## src/rtl/flash_rd_pkg.sv

```systemverilog
package flash_rd_pkg;
  typedef enum logic [2:0] {
    ST_IDLE, ST_CMD, ST_ADDR, ST_DUMMY, ST_DATA, ST_END
  } st_e;

  // log2 of line count for an interface code
  function automatic logic [1:0] lane_shift(input logic [2:0] code);
    case (code)
      3'd1, 3'd2: return 2'd1;
      3'd3, 3'd4: return 2'd2;
      default:    return 2'd0;
    endcase
  endfunction

  function automatic logic [3:0] lane_mask(input logic [1:0] lsh);
    case (lsh)
      2'd1:    return 4'b0011;
      2'd2:    return 4'b1111;
      default: return 4'b0001;
    endcase
  endfunction
endpackage

```

## src/rtl/flash_rd_seq.sv

```systemverilog
module flash_rd_seq
  import flash_rd_pkg::*;
#(
  parameter int MAX_DUMMY = 7
) (
  input  logic       clk_i,
  input  logic       rst_ni,
  input  logic       run_i,
  input  logic       req_i,
  input  logic [2:0] dummy_i,
  input  logic [1:0] lsh_i,
  input  logic       addr4_i,
  output logic       ready_o,
  output logic       accept_o,
  output st_e        st_o,
  output logic       ph_o,
  output logic       step_o,
  output logic [1:0] lsh_o,
  output logic       done_o
);
  localparam int MAX_STEPS = MAX_DUMMY * 8;
  localparam int CNT_W     = $clog2(MAX_STEPS + 1);

  st_e              st_q, st_d;
  logic             ph_q, done_q, a4_q, active, last;
  logic [CNT_W-1:0] cnt_q, cnt_d, addr_steps, dummy_steps, data_steps;
  logic [2:0]       dum_q;
  logic [1:0]       lsh_q;

  assign active   = st_q inside {ST_CMD, ST_ADDR, ST_DUMMY, ST_DATA};
  assign ready_o  = run_i && (st_q == ST_IDLE);
  assign accept_o = ready_o && req_i;
  assign step_o   = active && ph_q;
  assign last     = cnt_q == CNT_W'(1);

  assign addr_steps  = CNT_W'((a4_q ? 32 : 24) >> lsh_q);
  assign dummy_steps = CNT_W'((int'(dum_q) * 8) >> lsh_q);
  assign data_steps  = CNT_W'(32 >> lsh_q);

  always_comb begin
    st_d  = st_q;
    cnt_d = cnt_q;
    if (step_o && !last) cnt_d = cnt_q - CNT_W'(1);
    unique case (st_q)
      ST_IDLE: if (accept_o) begin st_d = ST_CMD; cnt_d = CNT_W'(8); end
      ST_CMD:  if (step_o && last) begin st_d = ST_ADDR; cnt_d = addr_steps; end
      ST_ADDR: if (step_o && last) begin
        if (dum_q != 3'd0) begin st_d = ST_DUMMY; cnt_d = dummy_steps; end
        else               begin st_d = ST_DATA;  cnt_d = data_steps;  end
      end
      ST_DUMMY: if (step_o && last) begin st_d = ST_DATA; cnt_d = data_steps; end
      ST_DATA:  if (step_o && last) st_d = ST_END;
      ST_END:   st_d = ST_IDLE;
      default:  st_d = ST_IDLE;
    endcase
  end

  always_ff @(posedge clk_i or negedge rst_ni) begin
    if (!rst_ni) begin
      st_q   <= ST_IDLE;
      ph_q   <= 1'b0;
      cnt_q  <= '0;
      done_q <= 1'b0;
      dum_q  <= '0;
      lsh_q  <= '0;
      a4_q   <= 1'b0;
    end else if (!run_i) begin
      st_q   <= ST_IDLE;
      ph_q   <= 1'b0;
      done_q <= 1'b0;
    end else begin
      st_q   <= st_d;
      cnt_q  <= cnt_d;
      ph_q   <= active ? ~ph_q : 1'b0;
      done_q <= (st_q == ST_DATA) && step_o && last;
      if (accept_o) begin
        dum_q <= dummy_i;
        lsh_q <= lsh_i;
        a4_q  <= addr4_i;
      end
    end
  end

  assign st_o   = st_q;
  assign ph_o   = ph_q;
  assign lsh_o  = lsh_q;
  assign done_o = done_q;
endmodule

```

## src/rtl/flash_rd_tx.sv

```systemverilog
module flash_rd_tx
  import flash_rd_pkg::*;
#(
  parameter int OP_W = 8,
  parameter int BA_W = 32
) (
  input  logic            clk_i,
  input  logic            rst_ni,
  input  logic            accept_i,
  input  logic [OP_W-1:0] op_i,
  input  logic [BA_W-1:0] baddr_i,
  input  logic            addr4_i,
  input  st_e             st_i,
  input  logic [1:0]      lsh_i,
  input  logic            step_i,
  output logic [3:0]      io_o,
  output logic [3:0]      io_oe_o
);
  localparam int SH_W = OP_W + BA_W;

  logic [SH_W-1:0] sh_q;
  logic [2:0]      lanes;

  assign lanes = 3'd1 << lsh_i;

  always_ff @(posedge clk_i or negedge rst_ni) begin
    if (!rst_ni) sh_q <= '0;
    else if (accept_i)
      sh_q <= addr4_i ? {op_i, baddr_i} : {op_i, baddr_i[23:0], 8'h00};
    else if (step_i && st_i == ST_CMD)  sh_q <= sh_q << 1;
    else if (step_i && st_i == ST_ADDR) sh_q <= sh_q << lanes;
  end

  always_comb begin
    io_o    = 4'b0000;
    io_oe_o = 4'b0000;
    case (st_i)
      ST_CMD: begin
        io_o    = {3'b000, sh_q[SH_W-1]};
        io_oe_o = 4'b0001;
      end
      ST_ADDR: begin
        case (lsh_i)
          2'd1:    io_o = {2'b00, sh_q[SH_W-1 -: 2]};
          2'd2:    io_o = sh_q[SH_W-1 -: 4];
          default: io_o = {3'b000, sh_q[SH_W-1]};
        endcase
        io_oe_o = lane_mask(lsh_i);
      end
      ST_DUMMY, ST_DATA: io_oe_o = (lsh_i == 2'd0) ? 4'b0001 : 4'b0000;
      default: ;
    endcase
  end
endmodule

```

## src/rtl/flash_rd_rx.sv

```systemverilog
module flash_rd_rx #(
  parameter int BYTES = 4
) (
  input  logic               clk_i,
  input  logic               rst_ni,
  input  logic               sample_i,
  input  logic [1:0]         lsh_i,
  input  logic [3:0]         io_i,
  output logic [8*BYTES-1:0] rdata_o
);
  localparam int W = 8 * BYTES;

  logic [W-1:0] rx_q;

  always_ff @(posedge clk_i or negedge rst_ni) begin
    if (!rst_ni) rx_q <= '0;
    else if (sample_i) begin
      case (lsh_i)
        2'd1:    rx_q <= {rx_q[W-3:0], io_i[1:0]};
        2'd2:    rx_q <= {rx_q[W-5:0], io_i};
        default: rx_q <= {rx_q[W-2:0], io_i[1]};
      endcase
    end
  end

  // first byte received lands in the low byte
  for (genvar b = 0; b < BYTES; b++) begin : g_swap
    assign rdata_o[8*b +: 8] = rx_q[W-1-8*b -: 8];
  end
endmodule

```

## src/rtl/flash_rd_eng.sv

```systemverilog
module flash_rd_eng
  import flash_rd_pkg::*;
#(
  parameter int AW = 30
) (
  input  logic          clk_i,
  input  logic          rst_ni,
  input  logic          run_i,
  input  logic          addr4_i,
  input  logic [15:0]   cfg_i,
  input  logic          req_i,
  input  logic [AW-1:0] req_addr_i,
  output logic          ready_o,
  output logic [31:0]   rdata_o,
  output logic          rvalid_o,
  output logic          cs_no,
  output logic          sck_o,
  output logic [3:0]    io_o,
  output logic [3:0]    io_oe_o,
  input  logic [3:0]    io_i
);
  st_e         st;
  logic        accept, ph, step;
  logic [1:0]  lsh;
  logic [31:0] baddr;
  logic        unused_pf;

  assign baddr     = 32'({req_addr_i, 2'b00});
  assign unused_pf = ^cfg_i[7:6];

  flash_rd_seq u_seq (
    .clk_i   (clk_i),
    .rst_ni  (rst_ni),
    .run_i   (run_i),
    .req_i   (req_i),
    .dummy_i (cfg_i[5:3]),
    .lsh_i   (lane_shift(cfg_i[2:0])),
    .addr4_i (addr4_i),
    .ready_o (ready_o),
    .accept_o(accept),
    .st_o    (st),
    .ph_o    (ph),
    .step_o  (step),
    .lsh_o   (lsh),
    .done_o  (rvalid_o)
  );

  flash_rd_tx u_tx (
    .clk_i   (clk_i),
    .rst_ni  (rst_ni),
    .accept_i(accept),
    .op_i    (cfg_i[15:8]),
    .baddr_i (baddr),
    .addr4_i (addr4_i),
    .st_i    (st),
    .lsh_i   (lsh),
    .step_i  (step),
    .io_o    (io_o),
    .io_oe_o (io_oe_o)
  );

  flash_rd_rx u_rx (
    .clk_i   (clk_i),
    .rst_ni  (rst_ni),
    .sample_i(step && st == ST_DATA),
    .lsh_i   (lsh),
    .io_i    (io_i),
    .rdata_o (rdata_o)
  );

  assign sck_o = ph;
  assign cs_no = !(st inside {ST_CMD, ST_ADDR, ST_DUMMY, ST_DATA});
endmodule

```

## config.mk

```make
export PLATFORM = sky130hd
export DESIGN_NAME = flash_rd_eng
export DESIGN_NICKNAME = d
export VERILOG_FILES = /design/src/rtl/flash_rd_pkg.sv /design/src/rtl/flash_rd_seq.sv /design/src/rtl/flash_rd_tx.sv /design/src/rtl/flash_rd_rx.sv /design/src/rtl/flash_rd_eng.sv
export SDC_FILE = /design/constraint.sdc
export NUM_CORES = 1
export LEC_CHECK = 0
export ABC_AREA = 1
export BUFFER_PORTS_ARGS = -buffer_cell sky130_fd_sc_hd__clkbuf_2
export CAP_MARGIN = 20
export CORE_UTILIZATION = 60
export CTS_BUF_LIST = sky130_fd_sc_hd__clkbuf_8 sky130_fd_sc_hd__clkbuf_16
export DETAILED_ROUTE_END_ITERATION = 8
export PLACE_DENSITY = 0.9
export SYNTH_ARGS = -nofsm -noshare
export SYNTH_HDL_FRONTEND = slang
export SYNTH_SLANG_ARGS = --single-unit
```

## constraint.sdc

```tcl
create_clock -name clk_i -period 3.5 [get_ports clk_i]
set_clock_uncertainty 0.2 [all_clocks]
set_input_delay 0.35 -clock clk_i [delete_from_list [all_inputs] [get_ports clk_i]]
set_output_delay 0.35 -clock clk_i [all_outputs]
set_load 0.1 [all_outputs]
```

==> flow_metrics.py, run 1 <==
metrics = {
    "outcome": {
        "status": "completed",
    },
    "critical_path": {
        "cp-start-kind": "flip-flop",
        "crit_family": "buffers and inverters",
        "worstPathMaxFanout": 37,
        "crit_path_top_delay_cell": "dfrtp_1",
        "worst_setup_path_end_kind": "output pin",
        "crit_buf_inv": 3,
        "crit_type": "reg -> out",
        "crit_required_ps": 2950,
        "path_cells": "inv_1 > ha_1 > inv_2 > o22ai_1 > a32o_2 > buf_12",
        "r2r_slack_ps": 680,
        "slowest_delay_ps": 490,
        "cp.arrival_ps": 2490,
    },
    "floorplanning": {
        "start_util": 0.622,
        "die_w_um": 109,
        "die_h_um": 109,
        "io-pin-count": 99,
        "coreArea_um2": 11000,
        "row_count": 38,
        "dieArea_um2": 11800,
    },
    "synthesis": {
        "synthSimpleGateAreaFrac": 0.264,
        "synth_top_family_by_area": "compound AO/OA/AOI/OAI gates",
        "synth-seq-cells": 89,
        "syn_inst": 1031,
        "ys.flop_type": "dfrtp_1",
        "synth_compound_area_frac": 0.272,
        "yosysTopAreaCellShare": 0.326,
        "yosys-mux-area-fraction": 0.00880,
        "synth_area_um2": 6830,
        "syn_area_per_cell_um2": 6.62,
        "synth_cell_types": 43,
        "async_flop_share": 1.00,
        "synth_seq_area_share": 0.326,
        "ys_warn_count": 0,
        "synth_top_area_cell": "dfrtp_1",
        "synth_xor_area_frac": 0.00385,
        "syn-num-nets": 1094,
        "synth-edff-count": 0,
        "synth_fa_ha_area_frac": 0.0147,
        "synth.area.top_cells": "dfrtp_1, nand2_1, o21ai_0",
    },
    "clocking": {
        "cts_resized": 0,
        "clock_latency_ps": 350,
        "clock_path_buffers": 2,
        "cts.sinks": 89,
        "h-tree-depth": 3,
        "ctsHoldBuffers": 2,
        "cts_buffers": 9,
        "cts_tree": "built",
        "cts_setup_buffers": 0,
        "cts.root.buffer_cell": "clkbuf_16",
        "clkTransAtPathRegs_ps": 80,
    },
    "timing": {
        "rsz0062_at_grt": "no",
        "relSlewSlack": 0.386,
        "worst_slew_pin_slew_ps": 920,
        "min_period_over_period": 0.868,
        "slew_viol_final": 0,
        "setup_tns_ps": 0,
        "fmax_ghz": 0.329,
        "setup_violations": 0,
        "period_minus_slack_ps": 3040,
        "hold_viol_final": 0,
        "fin_ws_ps": 461,
    },
    "flow_run": {
        "drv_cap": 0,
    },
    "layout": {
        "area_growth_pct": 13.0,
        "layout-drive-gt1-share": 0.158,
        "final_cells": 1235,
        "diodes": 0,
        "final_cell_mix": "nand2_1, o21ai_0, inv_1",
        "layout_commonest_cell": "nand2_1",
        "nNetsFinal": 1153,
        "fin_util": 0.703,
    },
    "power": {
        "power_density_nw_per_um2": 1050,
        "vdd_drop_max_mv": 0.660,
        "leakagePower_nw": 3.77,
        "p_total_mw": 8.12,
    },
    "placement": {
        "io_buffers": 96,
        "dp.cells": 1217,
        "dp_hpwl_mm": 13.2,
        "pre_cts_slack_ps": 782,
        "routabilityCongestion": 0.906,
    },
    "drt": {
        "drt_pass1_iterations": 6,
        "vias": 7472,
        "ant_nets": 0,
        "route.detailed.drc": 0,
        "drtIter0Drc": 841,
        "wl_per_cell_um": 15.5,
        "viasPerCell": 6.05,
        "wirelength_mm": 19.2,
    },
    "global_routing": {
        "antenna_found_initial": 0,
        "grt_max_degree": 57,
        "grt_pass1_vias": 6824,
        "grt.overflow.total": 0,
        "track_usage": 0.346,
        "grt_pass1_wl_mm": 32.4,
    },
    "min_path": {
        "hold_class": "in -> reg",
    },
}
==> final timing paths <==
path                           startpoint              to  depth (start not counted)
max                        u_seq.lsh_o[1]         io_o[0]                          6
min                              cfg_i[4]  u_seq.dum_q[1]                          3
max reg2reg                u_seq.lsh_o[1]   u_tx.sh_q[31]                          9
min reg2reg                 u_rx.rx_q[31]   u_rx.rx_q[31]                          2
max in group asynchronous          rst_ni   u_tx.sh_q[25]                          3
min in group asynchronous          rst_ni   u_tx.sh_q[10]                          2
==> where the power goes <==
part | internal [mW] | switching, mW | total, mW | leakage, nW
sequential | 1.40 | 0.327 | 1.73 | 1.14
clock | 0.512 | 0.491 | 1.00 | 0.151
combinational | 1.48 | 3.91 | 5.39 | 2.49
total | 3.40 | 4.73 | 8.12 | 3.77
==> layer usage <==
layer	global-route usage	vias up	wire length, um
met4	0.140	0	612
met2	0.540	431	8660
met3	0.0604	67	1800
met1	0.475	3400	8080
met5	0	-	0
li1	-	3574	-
==> tightest hold or removal path: stages <==
cell      delay, ps
clkbuf_2         80
nand2_1          40
o21ai_0          60
==> area by class of cell <==
cell class,instances,area (um2)
timing repair buffer,114,726
inverter,110,413
clock inverter,7,78.8
sequential,89,2230
tap,140,175
clock buffer,9,225
fill,897,3270
multi-input combinational,766,3870
==> synthesized netlist by cell type (all sizes together) (10+ instances only) <==
| cell type | instances |
|---|---|
| clkbuf | 22 |
| o211ai | 17 |
| o22ai | 37 |
| nor3 | 10 |
| inv | 107 |
| o221ai | 10 |
| nor2 | 69 |
| o21ai | 192 |
| nand3 | 47 |
| buf | 44 |
| a21oi | 53 |
| dfrtp | 89 |
| nand2 | 290 |
==> sequential cells by signal (all words and copies together) (netlist names) <==
name,cells
u_seq.done_o,1
u_seq.dum_q,3
u_seq.a4_q,1
u_seq.cnt_q,6
u_seq.ph_o,1
u_seq.lsh_o,2
u_tx.sh_q,40
u_rx.rx_q,32
u_seq.st_o,3
==> stage by stage <==
step	hold slack (ps)	cell area (um2)
final	11.0	7720
after global routing	43.6	7720
after CTS	15.5	7720
after detailed placement	245	7390
after global placement	239	7390
after floorplan	-146	6850
==> cells by family after synthesis <==
group | after synthesis
buf+inv | 176
xor+xnor | 3
flops | 89
fa+ha+maj | 8
mux | 6
compound gates | 330
simple gates | 419
Power figures use the tool's default switching activity.
==> run 2, diff against run 1 <==
--- a/config.mk
+++ b/config.mk
@@ -5,7 +5,6 @@
 export SDC_FILE = /design/constraint.sdc
 export NUM_CORES = 1
 export LEC_CHECK = 0
-export ABC_AREA = 1
 export BUFFER_PORTS_ARGS = -buffer_cell sky130_fd_sc_hd__clkbuf_2
 export CAP_MARGIN = 20
 export CORE_UTILIZATION = 60
==> flow_metrics.py, run 2 <==
metrics = {
    "synthesis": {
        "yosysTopAreaCellShare": 0.339,
        "syn_area_per_cell_um2": 8.68,
        "synth-edff-count": 0,
        "ys_warn_count": 0,
        "ys.flop_type": "dfrtp_1",
        "synth_area_um2": 6570,
        "synth_cell_types": 66,
        "yosysMostFrequentCell": "dfrtp_1",
        "synth_seq_area_share": 0.339,
        "async_flop_share": 1.00,
        "synth-seq-cells": 89,
        "synth_top_area_cell": "dfrtp_1",
        "syn_inst": 757,
        "synthTopCellsByCount": "dfrtp_1, nand2_1, o21ai_0",
        "synth.area.top_cells": "dfrtp_1, mux4_2, o21ai_0",
        "syn-num-nets": 820,
    },
    "min_path": {
        "hold_class": "in -> reg",
    },
    "layout": {
        "final_cell_mix": "clkbuf_2, dfrtp_1, nand2_1",
        "reg_top3": "u_tx.sh_q (40), u_rx.rx_q (32), u_seq.cnt_q (6)",
        "largest_reg_flops": 40,
        "fin_util": 0.702,
        "top_register": "u_tx.sh_q",
        "fin_area_um2": 7350,
        "final_cells": 956,
        "nNetsFinal": 878,
        "fill_cells": 832,
        "diodes": 0,
        "layout_commonest_cell": "clkbuf_2",
        "layout-drive-gt1-share": 0.218,
        "area_growth_pct": 11.8,
    },
    "timing": {
        "holdWs_ps": 8.35,
        "relSlewSlack": 0.409,
        "rsz0062_at_grt": "no",
        "min_period_over_period": 0.936,
        "fin_ws_ps": 226,
        "fmax_ghz": 0.305,
        "period_minus_slack_ps": 3270,
        "setup_violations": 0,
        "setup_tns_ps": 0,
        "worst_slew_pin_slew_ps": 887,
        "slew_viol_final": 0,
        "hold_viol_final": 0,
    },
    "global_routing": {
        "track_usage": 0.329,
        "grt_pass1_wl_mm": 29.8,
        "antenna_found_initial": 0,
        "grt_max_degree": 67,
        "grt_pass1_vias": 6191,
        "grt.overflow.total": 0,
    },
    "placement": {
        "pre_cts_slack_ps": 552,
        "dpl_cell_area_um2": 7130,
        "dp.cells": 936,
        "routabilityCongestion": 0.922,
        "io_buffers": 96,
        "dp_hpwl_mm": 12.7,
    },
    "floorplanning": {
        "die_h_um": 107,
        "coreArea_um2": 10500,
        "die_w_um": 107,
        "start_util": 0.628,
        "io-pin-count": 99,
        "dieArea_um2": 11400,
        "row_count": 37,
    },
    "drt": {
        "highest_layer": "met4",
        "vias": 6500,
        "viasPerCell": 6.80,
        "drtIter0Drc": 607,
        "wl_met3_mm": 1.49,
        "dr_wl_met2_mm": 8.59,
        "drt_pass1_iterations": 6,
        "wl_per_cell_um": 19.0,
        "ant_nets": 0,
        "met1_length_mm": 7.34,
        "wirelength_mm": 18.2,
        "route.detailed.drc": 0,
    },
    "critical_path": {
        "path_cells": "clkinv_1 > ha_2 > o21ai_0 > a21oi_1 > a31o_2 > clkbuf_2",
        "worst_setup_path_end_kind": "output pin",
        "slowest_delay_ps": 710,
        "crit_path_top_delay_cell": "ha_2",
        "crit_required_ps": 2950,
        "cp.arrival_ps": 2720,
        "cp-start-kind": "flip-flop",
        "crit_type": "reg -> out",
        "worstPathMaxFanout": 28,
    },
    "clocking": {
        "cts_setup_buffers": 0,
        "cts_tree": "built",
        "cts.sinks": 89,
        "h-tree-depth": 3,
        "cts.root.buffer_cell": "clkbuf_8",
        "clock_latency_ps": 380,
        "cts_buffers": 9,
        "clkTransAtPathRegs_ps": 100,
        "clock_path_buffers": 2,
    },
    "flow_run": {
        "drv_cap": 0,
    },
    "power": {
        "vdd_drop_max_mv": 0.287,
        "p_total_mw": 3.53,
        "power_density_nw_per_um2": 481,
        "leakagePower_nw": 3.19,
    },
    "outcome": {
        "status": "completed",
    },
}
run 2: timing repair:
item                      in CTS  in global routing
hold endpoints to repair      51                  0
hold buffers                   4                  0
resized for setup              0                  0
run 2: logic make-up after synthesis:
| family | synth area share |
|---|---|
| adder cells (fa/ha/maj) | 0.0152 |
| multiplexers | 0.156 |
| XOR/XNOR | 0.00267 |
| AO/OA/AOI/OAI | 0.265 |
| AND/OR/NAND/NOR | 0.166 |
| buffers and inverters | 0.0567 |
| flip-flops | 0.339 |
run 2: path summary, 6_finish.rpt:
check / start / endpoint / slack, ps / cells after the start
max in group asynchronous: rst_ni / u_tx.sh_q[17] / 2030 / 3
hold reg to reg: u_rx.rx_q[31] / u_rx.rx_q[31] / 330 / 2
setup reg to reg: u_seq.lsh_o[1] / u_tx.sh_q[31] / 510 / 6
setup / recovery: u_seq.lsh_o[1] / io_oe_o[0] / 230 / 6
min in group asynchronous: rst_ni / u_tx.sh_q[37] / 330 / 2
hold / removal: cfg_i[8] / u_tx.sh_q[32] / 8 / 2
run 2: routing by layer:
layer	vias up	global-route usage
met4	0	0.178
met1	3081	0.442
met3	65	0.0620
met2	400	0.506
li1	2954	-
met5	-	0
run 2: final cells by class:
class | count | area, um2 | area share
inverters | 13 | 48.8 | 0.00664
multi-input cells | 584 | 4000 | 0.545
repair buffers | 118 | 718 | 0.0978
well taps | 136 | 170 | 0.0232
clock inverters | 7 | 55.1 | 0.00749
flip-flops and latches | 89 | 2230 | 0.303
clock buffers | 9 | 124 | 0.0169
run 2: critical path: cells and delay by family (launching register included):
family	cells	cell delay (ps)
adder cells (fa/ha/maj)	1	710
flip-flops	1	500
AO/OA/AOI/OAI	3	460
buffers and inverters	2	660
run 2: where the power goes:
part | internal, mW | switching (mW) | leakage [nW]
Sequential | 1.15 | 0.205 | 1.14
Combinational | 0.667 | 0.821 | 1.96
Clock | 0.267 | 0.421 | 0.0973
Total | 2.09 | 1.45 | 3.19
==> run 3, diff against run 2 <==
--- a/config.mk
+++ b/config.mk
@@ -11,6 +11,7 @@
 export CTS_BUF_LIST = sky130_fd_sc_hd__clkbuf_8 sky130_fd_sc_hd__clkbuf_16
 export DETAILED_ROUTE_END_ITERATION = 8
 export PLACE_DENSITY = 0.9
+export REMOVE_ABC_BUFFERS = 1
 export SYNTH_ARGS = -nofsm -noshare
 export SYNTH_HDL_FRONTEND = slang
 export SYNTH_SLANG_ARGS = --single-unit
==> flow_metrics.py, run 3 (synthesis results as in run 2) <==
metrics = {
    "drt": {
        "drt_pass1_iterations": 6,
        "wirelength_mm": 18.3,
        "ant_nets": 0,
        "viasPerCell": 6.77,
        "vias": 6506,
        "wl_per_cell_um": 19.1,
        "route.detailed.drc": 0,
        "drtIter0Drc": 815,
    },
    "clocking": {
        "cts_resized": 0,
        "cts.root.buffer_cell": "clkbuf_8",
        "ctsHoldBuffers": 4,
        "cts.sinks": 89,
        "clock_latency_ps": 360,
        "clkTransAtPathRegs_ps": 90,
        "cts_tree": "built",
        "clock_path_buffers": 2,
        "cts_setup_buffers": 0,
        "h-tree-depth": 3,
        "cts_buffers": 9,
    },
    "layout": {
        "diodes": 0,
        "fill_cells": 809,
        "nNetsFinal": 883,
        "layout_commonest_cell": "clkbuf_2",
        "multi_input_area_um2": 3980,
        "fin_util": 0.704,
        "top_register": "u_tx.sh_q",
        "final_cell_mix": "clkbuf_2, dfrtp_1, nand2_1",
        "layout-drive-gt1-share": 0.221,
        "largest_reg_flops": 40,
        "reg_top3": "u_tx.sh_q (40), u_rx.rx_q (32), u_seq.cnt_q (6)",
        "seq_area_um2": 2230,
        "area_growth_pct": 12.2,
        "fin_area_um2": 7370,
    },
    "critical_path": {
        "reg2reg_from": "u_seq.lsh_o[1]",
        "crit_path_end": "io_o[1]",
        "r2r_slack_ps": 540,
        "cp.arrival_ps": 2740,
        "crit_required_ps": 2950,
        "worst_setup_path_end_kind": "output pin",
        "crit_type": "reg -> out",
        "rr_worst_depth": 6,
        "setup.worst_path.start": "u_seq.lsh_o[0]",
        "r2r_end": "u_tx.sh_q[30]",
        "worstPathMaxFanout": 35,
        "cp-start-kind": "flip-flop",
    },
    "timing": {
        "rsz0062_at_grt": "no",
        "hold_viol_final": 0,
        "setup_tns_ps": 0,
        "min_period_over_period": 0.939,
        "fin_ws_ps": 212,
        "fmax_ghz": 0.304,
        "slew_viol_final": 0,
        "relSlewSlack": 0.385,
        "period_minus_slack_ps": 3290,
        "setup_violations": 0,
        "worst_slew_pin_slew_ps": 922,
    },
    "placement": {
        "dp_hpwl_mm": 12.8,
        "dpl_cell_area_um2": 7130,
        "routabilityCongestion": 0.952,
        "io_buffers": 96,
        "pre_cts_slack_ps": 588,
    },
    "floorplanning": {
        "coreArea_um2": 10500,
        "dieArea_um2": 11400,
        "start_util": 0.628,
        "die_h_um": 107,
        "io-pin-count": 99,
        "row_count": 37,
        "die_w_um": 107,
    },
    "global_routing": {
        "grt.overflow.total": 0,
        "track_usage": 0.333,
        "grt_max_degree": 67,
        "grt_pass1_vias": 6077,
        "antenna_found_initial": 0,
        "grt_pass1_wl_mm": 30.2,
    },
    "power": {
        "vdd_drop_max_mv": 0.250,
        "comb_power_share": 0.419,
        "leakagePower_nw": 3.22,
        "p_seq_frac": 0.375,
        "sw_frac_of_total": 0.394,
        "intPower_mw": 2.18,
        "p_sw_mw": 1.42,
        "p_clk_frac": 0.207,
        "power_density_nw_per_um2": 489,
    },
    "outcome": {
        "status": "completed",
    },
    "min_path": {
        "hold_class": "in -> reg",
    },
    "flow_run": {
        "drv_cap": 0,
    },
}
run 3: cell count changes in the layout (fill, tap and decap cells not counted), sizes merged:
cell      before  now
buf           23   27
clkbuf       100  102
inv           16   14
clkinv         4    2
bufinv         0    1
clkinvlp       0    2
run 3: per-stage QoR:
stage	hold WS (ps)	power [mW]	cells
final	26.4	3.60	961
after global routing	35.9	3.80	961
after CTS	25.9	3.57	961
after detailed placement	241	2.83	941
after global placement	241	2.77	941
after floorplan	-146	2.43	686
run 3: worst min path at each step:
| stage | from | end | slack, ps | depth (start not counted) |
|---|---|---|---|---|
| after global placement | rst_ni | u_tx.sh_q[28] | 240 | 1 |
| after floorplan | rst_ni | u_rx.rx_q[0] | -150 | 0 |
| after global routing | cfg_i[9] | u_tx.sh_q[33] | 40 | 2 |
| after CTS | cfg_i[9] | u_tx.sh_q[33] | 30 | 2 |
| after detailed placement | rst_ni | u_tx.sh_q[27] | 240 | 1 |
| final | cfg_i[9] | u_tx.sh_q[33] | 30 | 2 |
run 3: critical path, stage by stage (launching register included):
cell and delay [ps]:
dfrtp_1 510, inv_1 180, ha_1 450, buf_4 410
a22oi_1 150, nor2b_1 180, clkbuf_2 490
run 3: power groups by stage:
| stage | clock network, mW | logic, mW | registers (mW) |
|---|---|---|---|
| 6_report | 0.745 | 1.51 | 1.35 |
| 3_5_place_dp | 0 | 1.47 | 1.36 |
| 4_1_cts | 0.753 | 1.48 | 1.34 |
| 2_1_floorplan | 0 | 1.12 | 1.31 |
| 3_3_place_gp | 0 | 1.42 | 1.35 |
| 5_1_grt | 0.791 | 1.64 | 1.37 |
run 3: routing by layer:
metal	global-route usage	wire, um	share of wire
met5	0	0	0
met4	0.133	478	0.026
met1	0.460	7470	0.41
met3	0.0541	1620	0.088
met2	0.526	8770	0.48
run 3: final cells by class:
| cell class | count | area share |
|---|---|---|
| multi-input cells | 584 | 0.540 |
| flip-flops and latches | 89 | 0.302 |
| repair buffers | 123 | 0.100 |
| well taps | 136 | 0.0231 |
| clock buffers | 10 | 0.0187 |
| clock inverters | 6 | 0.00900 |
| inverters | 13 | 0.00662 |
